--- config.mk ---
export PLATFORM = sky130hd
export DESIGN_NAME = pcm_replay_dma
export DESIGN_NICKNAME = d
export VERILOG_FILES = /design/src/rtl/pcm_replay_pkg.sv /design/src/rtl/pcm_rate_ticker.sv /design/src/rtl/pcm_word_fetch.sv /design/src/rtl/pcm_sample_unpack.sv /design/src/rtl/pcm_replay_dma.sv
export SDC_FILE = /design/constraint.sdc
export NUM_CORES = 1
export LEC_CHECK = 0
export BUFFER_PORTS_ARGS = -buffer_cell sky130_fd_sc_hd__buf_2
export CORE_MARGIN = 4
export CORE_UTILIZATION = 60
export CTS_CLUSTER_SIZE = 20
export DETAILED_ROUTE_END_ITERATION = 8
export HOLD_SLACK_MARGIN = 0.06
export PLACE_DENSITY_LB_ADDON = 0.08
export SYNTH_ARGS = -nofsm -noshare
export SYNTH_HDL_FRONTEND = slang
export SYNTH_SLANG_ARGS = --single-unit
--- constraint.sdc ---
create_clock -name clk -period 3.24 [get_ports clk]
set_input_delay 0.648 -clock clk [delete_from_list [all_inputs] [get_ports clk]]
set_output_delay 0.648 -clock clk [all_outputs]
set_load 0.005 [all_outputs]
--- src/rtl/pcm_replay_pkg.sv ---
package pcm_replay_pkg;
  localparam int unsigned ADDR_W    = 24;
  localparam int unsigned WORD_W    = 16;
  localparam int unsigned SAMP_W    = 8;
  localparam int unsigned NUM_RATES = 4;
  localparam int unsigned RATE_W    = $clog2(NUM_RATES);

  localparam logic [3:0] RA_CTRL    = 4'd0;
  localparam logic [3:0] RA_MODE    = 4'd1;
  localparam logic [3:0] RA_START_H = 4'd2;
  localparam logic [3:0] RA_START_M = 4'd3;
  localparam logic [3:0] RA_START_L = 4'd4;
  localparam logic [3:0] RA_END_H   = 4'd5;
  localparam logic [3:0] RA_END_M   = 4'd6;
  localparam logic [3:0] RA_END_L   = 4'd7;
  localparam logic [3:0] RA_LIVE_H  = 4'd8;
  localparam logic [3:0] RA_LIVE_M  = 4'd9;
  localparam logic [3:0] RA_LIVE_L  = 4'd10;

  // sample rate in Hz selected by each rate code
  function automatic int unsigned rate_hz(input int unsigned code);
    case (code)
      0:       return 6258;
      1:       return 12517;
      2:       return 25033;
      default: return 50066;
    endcase
  endfunction

  // clock cycles per sample, rounded to nearest
  function automatic int unsigned rate_div(input int unsigned clk_hz, input int unsigned code);
    return (clk_hz + rate_hz(code) / 2) / rate_hz(code);
  endfunction
endpackage

--- src/rtl/pcm_rate_ticker.sv ---
module pcm_rate_ticker #(
  parameter int unsigned CLK_HZ = 125_000_000
) (
  input  logic                              clk,
  input  logic                              rst_n,
  input  logic                              run,
  input  logic [pcm_replay_pkg::RATE_W-1:0] rate,
  output logic                              tick
);
  import pcm_replay_pkg::*;

  localparam int unsigned SLOW_DIV = rate_div(CLK_HZ, 0);
  localparam int unsigned DIV_W    = $clog2(SLOW_DIV + 1);

  logic [DIV_W-1:0] div_tab [NUM_RATES];
  logic [DIV_W-1:0] cnt;
  logic [DIV_W-1:0] limit;

  for (genvar g = 0; g < NUM_RATES; g++) begin : g_div
    localparam int unsigned DIV_G = rate_div(CLK_HZ, g);
    assign div_tab[g] = DIV_W'(DIV_G - 1);
  end

  assign limit = div_tab[rate];
  assign tick  = run && (cnt >= limit);

  always_ff @(posedge clk or negedge rst_n) begin
    if (!rst_n)            cnt <= '0;
    else if (!run || tick) cnt <= '0;
    else                   cnt <= cnt + 1'b1;
  end
endmodule

--- src/rtl/pcm_word_fetch.sv ---
module pcm_word_fetch #(
  parameter int unsigned AW = 24,
  parameter int unsigned WW = 16
) (
  input  logic          clk,
  input  logic          rst_n,
  input  logic          run,
  input  logic          load,
  input  logic          loop_en,
  input  logic [AW-1:0] start_addr,
  input  logic [AW-1:0] end_addr,
  input  logic          consume,
  output logic          mem_req,
  output logic [AW-1:0] mem_addr,
  input  logic          mem_ack,
  input  logic [WW-1:0] mem_rdata,
  output logic [WW-1:0] word,
  output logic          word_valid,
  output logic [AW-1:0] live_addr,
  output logic          frame_end,
  output logic          end_idle
);
  localparam logic [AW-1:0] STEP = AW'(WW / 8);

  logic          stale;
  logic          issue;
  logic          accept;
  logic [AW-1:0] next_addr;

  function automatic logic [AW-1:0] advance(input logic [AW-1:0] a);
    return a + STEP;
  endfunction

  assign next_addr = advance(live_addr);
  assign issue     = run && !load && !mem_req && !word_valid && (live_addr != end_addr);
  assign accept    = mem_req && mem_ack && !stale && run && !load;
  assign end_idle  = (live_addr == end_addr) && !mem_req && !word_valid;

  always_ff @(posedge clk or negedge rst_n) begin
    if (!rst_n) begin
      mem_req    <= 1'b0;
      mem_addr   <= '0;
      word       <= '0;
      word_valid <= 1'b0;
      live_addr  <= '0;
      frame_end  <= 1'b0;
      stale      <= 1'b0;
    end else begin
      frame_end <= 1'b0;
      if (issue) begin
        mem_req  <= 1'b1;
        mem_addr <= live_addr;
      end
      if (mem_req && mem_ack) begin
        mem_req <= 1'b0;
        stale   <= 1'b0;
      end
      if (accept) begin
        word       <= mem_rdata;
        word_valid <= 1'b1;
        if (next_addr == end_addr) begin
          frame_end <= 1'b1;
          live_addr <= loop_en ? start_addr : next_addr;
        end else begin
          live_addr <= next_addr;
        end
      end
      if (consume) word_valid <= 1'b0;
      if ((load || !run) && mem_req && !mem_ack) stale <= 1'b1;
      if (load) begin
        live_addr  <= start_addr;
        word_valid <= 1'b0;
      end
      if (!run) word_valid <= 1'b0;
    end
  end
endmodule

--- src/rtl/pcm_sample_unpack.sv ---
module pcm_sample_unpack #(
  parameter int unsigned WW = 16,
  parameter int unsigned SW = 8
) (
  input  logic          clk,
  input  logic          rst_n,
  input  logic          tick,
  input  logic          run,
  input  logic          mono,
  input  logic          loop_en,
  input  logic [WW-1:0] word,
  input  logic          word_valid,
  input  logic          end_idle,
  output logic [SW-1:0] left_out,
  output logic [SW-1:0] right_out,
  output logic          sample_strobe,
  output logic          consume,
  output logic          stop
);
  logic          phase;
  logic [SW-1:0] hi_byte;
  logic [SW-1:0] lo_byte;
  logic [SW-1:0] mono_byte;

  assign hi_byte   = word[WW-1 -: SW];
  assign lo_byte   = word[SW-1:0];
  assign mono_byte = phase ? lo_byte : hi_byte;
  assign consume   = tick && run && word_valid && (!mono || phase);
  assign stop      = tick && run && !word_valid && end_idle && !loop_en;

  always_ff @(posedge clk or negedge rst_n) begin
    if (!rst_n) begin
      left_out      <= '0;
      right_out     <= '0;
      sample_strobe <= 1'b0;
      phase         <= 1'b0;
    end else begin
      sample_strobe <= 1'b0;
      if (!run) begin
        left_out  <= '0;
        right_out <= '0;
        phase     <= 1'b0;
      end else if (tick) begin
        if (word_valid) begin
          sample_strobe <= 1'b1;
          if (mono) begin
            left_out  <= mono_byte;
            right_out <= mono_byte;
            phase     <= !phase;
          end else begin
            left_out  <= hi_byte;
            right_out <= lo_byte;
            phase     <= 1'b0;
          end
        end else if (stop) begin
          left_out  <= '0;
          right_out <= '0;
          phase     <= 1'b0;
        end
      end
    end
  end
endmodule

--- src/rtl/pcm_replay_dma.sv ---
module pcm_replay_dma #(
  parameter int unsigned CLK_HZ = 125_000_000
) (
  input  logic        clk,
  input  logic        rst_n,
  input  logic        reg_wr,
  input  logic [3:0]  reg_addr,
  input  logic [7:0]  reg_wdata,
  output logic [7:0]  reg_rdata,
  output logic        mem_req,
  output logic [23:0] mem_addr,
  input  logic        mem_ack,
  input  logic [15:0] mem_rdata,
  output logic [7:0]  left_out,
  output logic [7:0]  right_out,
  output logic        sample_strobe,
  output logic        frame_irq
);
  import pcm_replay_pkg::*;

  logic              ctrl_en;
  logic              ctrl_loop;
  logic              mode_mono;
  logic [RATE_W-1:0] mode_rate;
  logic [ADDR_W-1:0] start_addr;
  logic [ADDR_W-1:0] end_addr;
  logic [ADDR_W-1:0] live_addr;
  logic              load_pulse;
  logic              tick;
  logic              consume;
  logic              stop_req;
  logic [WORD_W-1:0] word;
  logic              word_valid;
  logic              end_idle;

  assign load_pulse = reg_wr && (reg_addr == RA_CTRL) && reg_wdata[0] && !ctrl_en;

  always_ff @(posedge clk or negedge rst_n) begin
    if (!rst_n) begin
      ctrl_en    <= 1'b0;
      ctrl_loop  <= 1'b0;
      mode_mono  <= 1'b0;
      mode_rate  <= '0;
      start_addr <= '0;
      end_addr   <= '0;
    end else begin
      if (stop_req) ctrl_en <= 1'b0;
      if (reg_wr) begin
        case (reg_addr)
          RA_CTRL: begin
            ctrl_en   <= reg_wdata[0];
            ctrl_loop <= reg_wdata[1];
          end
          RA_MODE: begin
            mode_mono <= reg_wdata[7];
            mode_rate <= reg_wdata[RATE_W-1:0];
          end
          RA_START_H: start_addr[23:16] <= reg_wdata;
          RA_START_M: start_addr[15:8]  <= reg_wdata;
          RA_START_L: start_addr[7:0]   <= {reg_wdata[7:1], 1'b0};
          RA_END_H:   end_addr[23:16]   <= reg_wdata;
          RA_END_M:   end_addr[15:8]    <= reg_wdata;
          RA_END_L:   end_addr[7:0]     <= {reg_wdata[7:1], 1'b0};
          default: ;
        endcase
      end
    end
  end

  always_comb begin
    case (reg_addr)
      RA_CTRL:    reg_rdata = {6'b0, ctrl_loop, ctrl_en};
      RA_MODE:    reg_rdata = {mode_mono, {(8 - 1 - RATE_W){1'b0}}, mode_rate};
      RA_START_H: reg_rdata = start_addr[23:16];
      RA_START_M: reg_rdata = start_addr[15:8];
      RA_START_L: reg_rdata = start_addr[7:0];
      RA_END_H:   reg_rdata = end_addr[23:16];
      RA_END_M:   reg_rdata = end_addr[15:8];
      RA_END_L:   reg_rdata = end_addr[7:0];
      RA_LIVE_H:  reg_rdata = live_addr[23:16];
      RA_LIVE_M:  reg_rdata = live_addr[15:8];
      RA_LIVE_L:  reg_rdata = live_addr[7:0];
      default:    reg_rdata = 8'h00;
    endcase
  end

  pcm_rate_ticker #(.CLK_HZ(CLK_HZ)) u_tick (
    .clk   (clk),
    .rst_n (rst_n),
    .run   (ctrl_en),
    .rate  (mode_rate),
    .tick  (tick)
  );

  pcm_word_fetch #(.AW(ADDR_W), .WW(WORD_W)) u_fetch (
    .clk        (clk),
    .rst_n      (rst_n),
    .run        (ctrl_en),
    .load       (load_pulse),
    .loop_en    (ctrl_loop),
    .start_addr (start_addr),
    .end_addr   (end_addr),
    .consume    (consume),
    .mem_req    (mem_req),
    .mem_addr   (mem_addr),
    .mem_ack    (mem_ack),
    .mem_rdata  (mem_rdata),
    .word       (word),
    .word_valid (word_valid),
    .live_addr  (live_addr),
    .frame_end  (frame_irq),
    .end_idle   (end_idle)
  );

  pcm_sample_unpack #(.WW(WORD_W), .SW(SAMP_W)) u_unpack (
    .clk           (clk),
    .rst_n         (rst_n),
    .tick          (tick),
    .run           (ctrl_en),
    .mono          (mode_mono),
    .loop_en       (ctrl_loop),
    .word          (word),
    .word_valid    (word_valid),
    .end_idle      (end_idle),
    .left_out      (left_out),
    .right_out     (right_out),
    .sample_strobe (sample_strobe),
    .consume       (consume),
    .stop          (stop_req)
  );
endmodule

==> metrics.md <==
| Metric | Value |
|---|---|
| Outcome | completed |
| Final routed DRC violation total | 0 |
| Final Critical Period | between 3 and 4 ns |
| Period utilization | 94.9% |
| Worst ir drop on vdd | ~0.00064 V |
| DRT iter0 DRCs | about 670 |
| PostCTS Resize Cnt | 0 |
| Main flop type after synthesis | dfrtp_1 |
| Count leader, synth | dfrtp_1 |
| Antenna Violating Nets Remaining | 0 |
| Core Area | roughly 14000 µm² |
| CP startpoint | u_fetch.live_addr[1]$_DFFE_PN0P_ |
| Initial antenna violation count | 0 |
| Area of the multi-input gates | between 4000 and 5000 µm² |
| Worst Setup Path Type | reg2reg |
| Worst-Margin Slew | roughly 1.1 ns |
| Largest net degree at the start of global routing | a little over 80 |
| Diodes inserted | 0 |
| Vias per cell | approximately 6.5 |
| Worst slew margin | 27.6% |
| Row Count | 43 |
| Die ar. | 16400 µm² |
| Final Setup Violations | 0 |
| Syn_area_per_cell | 10.2 µm² |
| Synth-to-layout area growth | 15.5% |
| Worst path required time | between 3 and 4 ns |
| Critical Path AT | between 3 and 4 ns |
| Post-synth top area share | a little over two fifths |
| Chip height | approximately 130 µm |
| RSZ-0062 raised after global routing | false |
| Setup TNS | 0 ns |
| First-pass GRT wire length | roughly 41 mm |
| Hold Vio Cnt, Final | 0 |
| Clock Sinks | 150 |
| Routability cong. | 0.989 |
| EDFF count, synth | 0 |
| Post-CTS setup buffers | 0 |
| Area after DPL | roughly 9400 µm² |
| Root buffer cell | clkbuf_16 |
| Critical Path Fanout Max | 21 |
| PwrDens | approximately 730 nW/µm² |
| Mapped Nets | 900 |
| Mapped Area | just under 9000 µm² |
| Final WL | 26.1 mm |
| Nature of the critical path startpoint | flip-flop |
| Commonest cells in the netlist | 150 x dfrtp_1, 94 x nand2_1, 72 x mux2_2, 55 x nor2_1, 39 x xnor2_1 |
| Routed vias | around 7400 |
| Count of pins over their slew limit | 0 |
| Reg-to-reg startpoint | u_fetch.live_addr[1]$_DFFE_PN0P_ |
| Dpl cells | 1103 |
| GRT overflow | 0 |
| Drt wl/cell | 23.0 µm |
| Layout cell share with drive strength beyond 1 | about 27% |
| Tot Pwr | between 7000 and 8000 µW |
| Port buffer count | between 80 and 90 |
| Die W | ~130 µm |
| Distinct cells, synth | ~70 |
| CTS tree | done |
| FF/Latch Area | approximately 3800 µm² |
| Final std cells w/o fill | roughly 1100 |
| Finished Cell Area | between 9000 and 10000 µm² |
| Cell count after synthesis | 850 |
| Hpwl dp | between 15 and 20 mm |
| Cell leakage power | approximately 0.0046 µW |
| Num ports | 83 |
| CTS Buf Count | 17 |
| Clock transition at path regs | about 0.07 ns |
| Synth area leader | dfrtp_1 |
| Register area share after synthesis | between 40 and 50% |
| Fillers | approximately 1100 |
| Tot GR Track Use | approximately 33% |
| DR pass1 iterations | 6 |
| Max-cap viol count | 0 |
| Post-cts hold buffer count | 0 |
| H-tree depth | 4 |
| Final-stage net count | just under 1000 |
| Register bit total from synthesis | 150 |
| Clock Skew | about 0.013 ns |
| Crit. End Element | flip-flop |
| Initial Util | 61.9% |
| Number of global-route vias before repair | between 7000 and 8000 |
| Top cells by area, synth | dfrtp_1 43%, mux2_2 9.4%, nand2_1 4.1% |
| Ys async rst share | between 90% and 100% |
| Hold WC Path Type | in2async |
| Max clock buf depth | 2 |
| Fmax | approximately 330 MHz |
| Synth warn | 0 |
| Clk_lat worst skew | between 0.4 and 0.5 ns |
-- placed cells by master, fill, tap and decap left out, types with 25 or more instances in the layout --
master / instances
a21oi_1: 25
mux2i_1: 25
xnor2_1: 39
dfrtp_1: 150
nand2_1: 94
buf_4: 48
nand3_1: 25
buf_2: 80
mux2_2: 72
nor2_1: 55
o21ai_0: 30
-- cell type report --
| class | count | area share, % |
|---|---|---|
| clock buffer | 17 | 4.26 |
| clock inverter | 14 | 1.47 |
| inverter | 16 | 0.601 |
| multi-input combinational | 625 | 45.5 |
| sequential | 150 | 37.6 |
| tap | 180 | 2.25 |
| timing repair buffer | 132 | 8.33 |
-- report_power, final --
part           internal [µW]  switching [µW]  total (µW)
combinational           1130            1350        2480
clock                   1080             879        1960
sequential              2310             562        2870
total                   4520            2790        7310
-- per-layer routing --
layer  vias to the layer above  share of wire [%]  GRT usage [%]
met5                         -                  0              0
met4                         0                3.2           11.1
met3                        87                 11           10.2
met2                       445                 44           48.9
met1                      3623                 42           46.1
li1                       3259                  -              -
-- metrics by stage --
step	util [%]	hold WS (ns)	setup WS (ns)
2_1_floorplan	-	0.352	0.389
3_3_place_gp	67.3	0.464	0.301
3_5_place_dp	67.3	0.493	0.201
4_1_cts	71.4	0.280	0.180
5_1_grt	71.4	0.307	0.0329
6_report	71.4	0.239	0.166
-- path summary, 6_finish.rpt --
kind                                                endpoint  slack (ns)  cells after the start
max reg2reg                u_fetch.live_addr[22]$_DFFE_PN0P_        0.17                     11
min                         u_fetch.mem_addr[10]$_DFFE_PN0P_        0.24                      1
min in group clk                u_fetch.word[15]$_DFFE_PN0P_        0.40                      3
min reg2reg                 u_fetch.mem_addr[16]$_DFFE_PN0P_        0.50                      2
max in group asynchronous           end_addr[18]$_DFFE_PN0P_        2.19                      2
max                        u_fetch.live_addr[22]$_DFFE_PN0P_        0.17                     11
-- logic make-up after synthesis --
kind of cell    count (synthesis)  share of synthesized area [%]
compound gates                157                           13.5
xor+xnor                       63                           6.38
fa+ha+maj                      18                           2.60
buf+inv                        75                           4.25
flops                         150                           43.4
mux                            98                           12.5
other cells                     1                         0.0433
simple gates                  288                           17.3
-- critical path: stages (launching register included) --
cell     delay (ns)
dfrtp_1        0.35
ha_1           0.22
nand4_4        0.11
buf_4          0.17
nor4_1         0.40
buf_4          0.20
a31o_2         0.16
a22oi_1        0.08
nand4_1        0.13
nor2_2         0.06
a21oi_2        0.80
a221o_1        0.31
-- flip-flops by register name, indices dropped and copies added, names as in the netlist, 2 cells and up --
register and count:
u_tick.cnt 15, mode_rate 2, u_fetch.mem_addr 23, u_fetch.live_addr 23
end_addr 23, u_unpack.left_out 8, u_unpack.right_out 8, u_fetch.word 16
start_addr 23
Note: power is estimated with default switching activity, not from simulation.
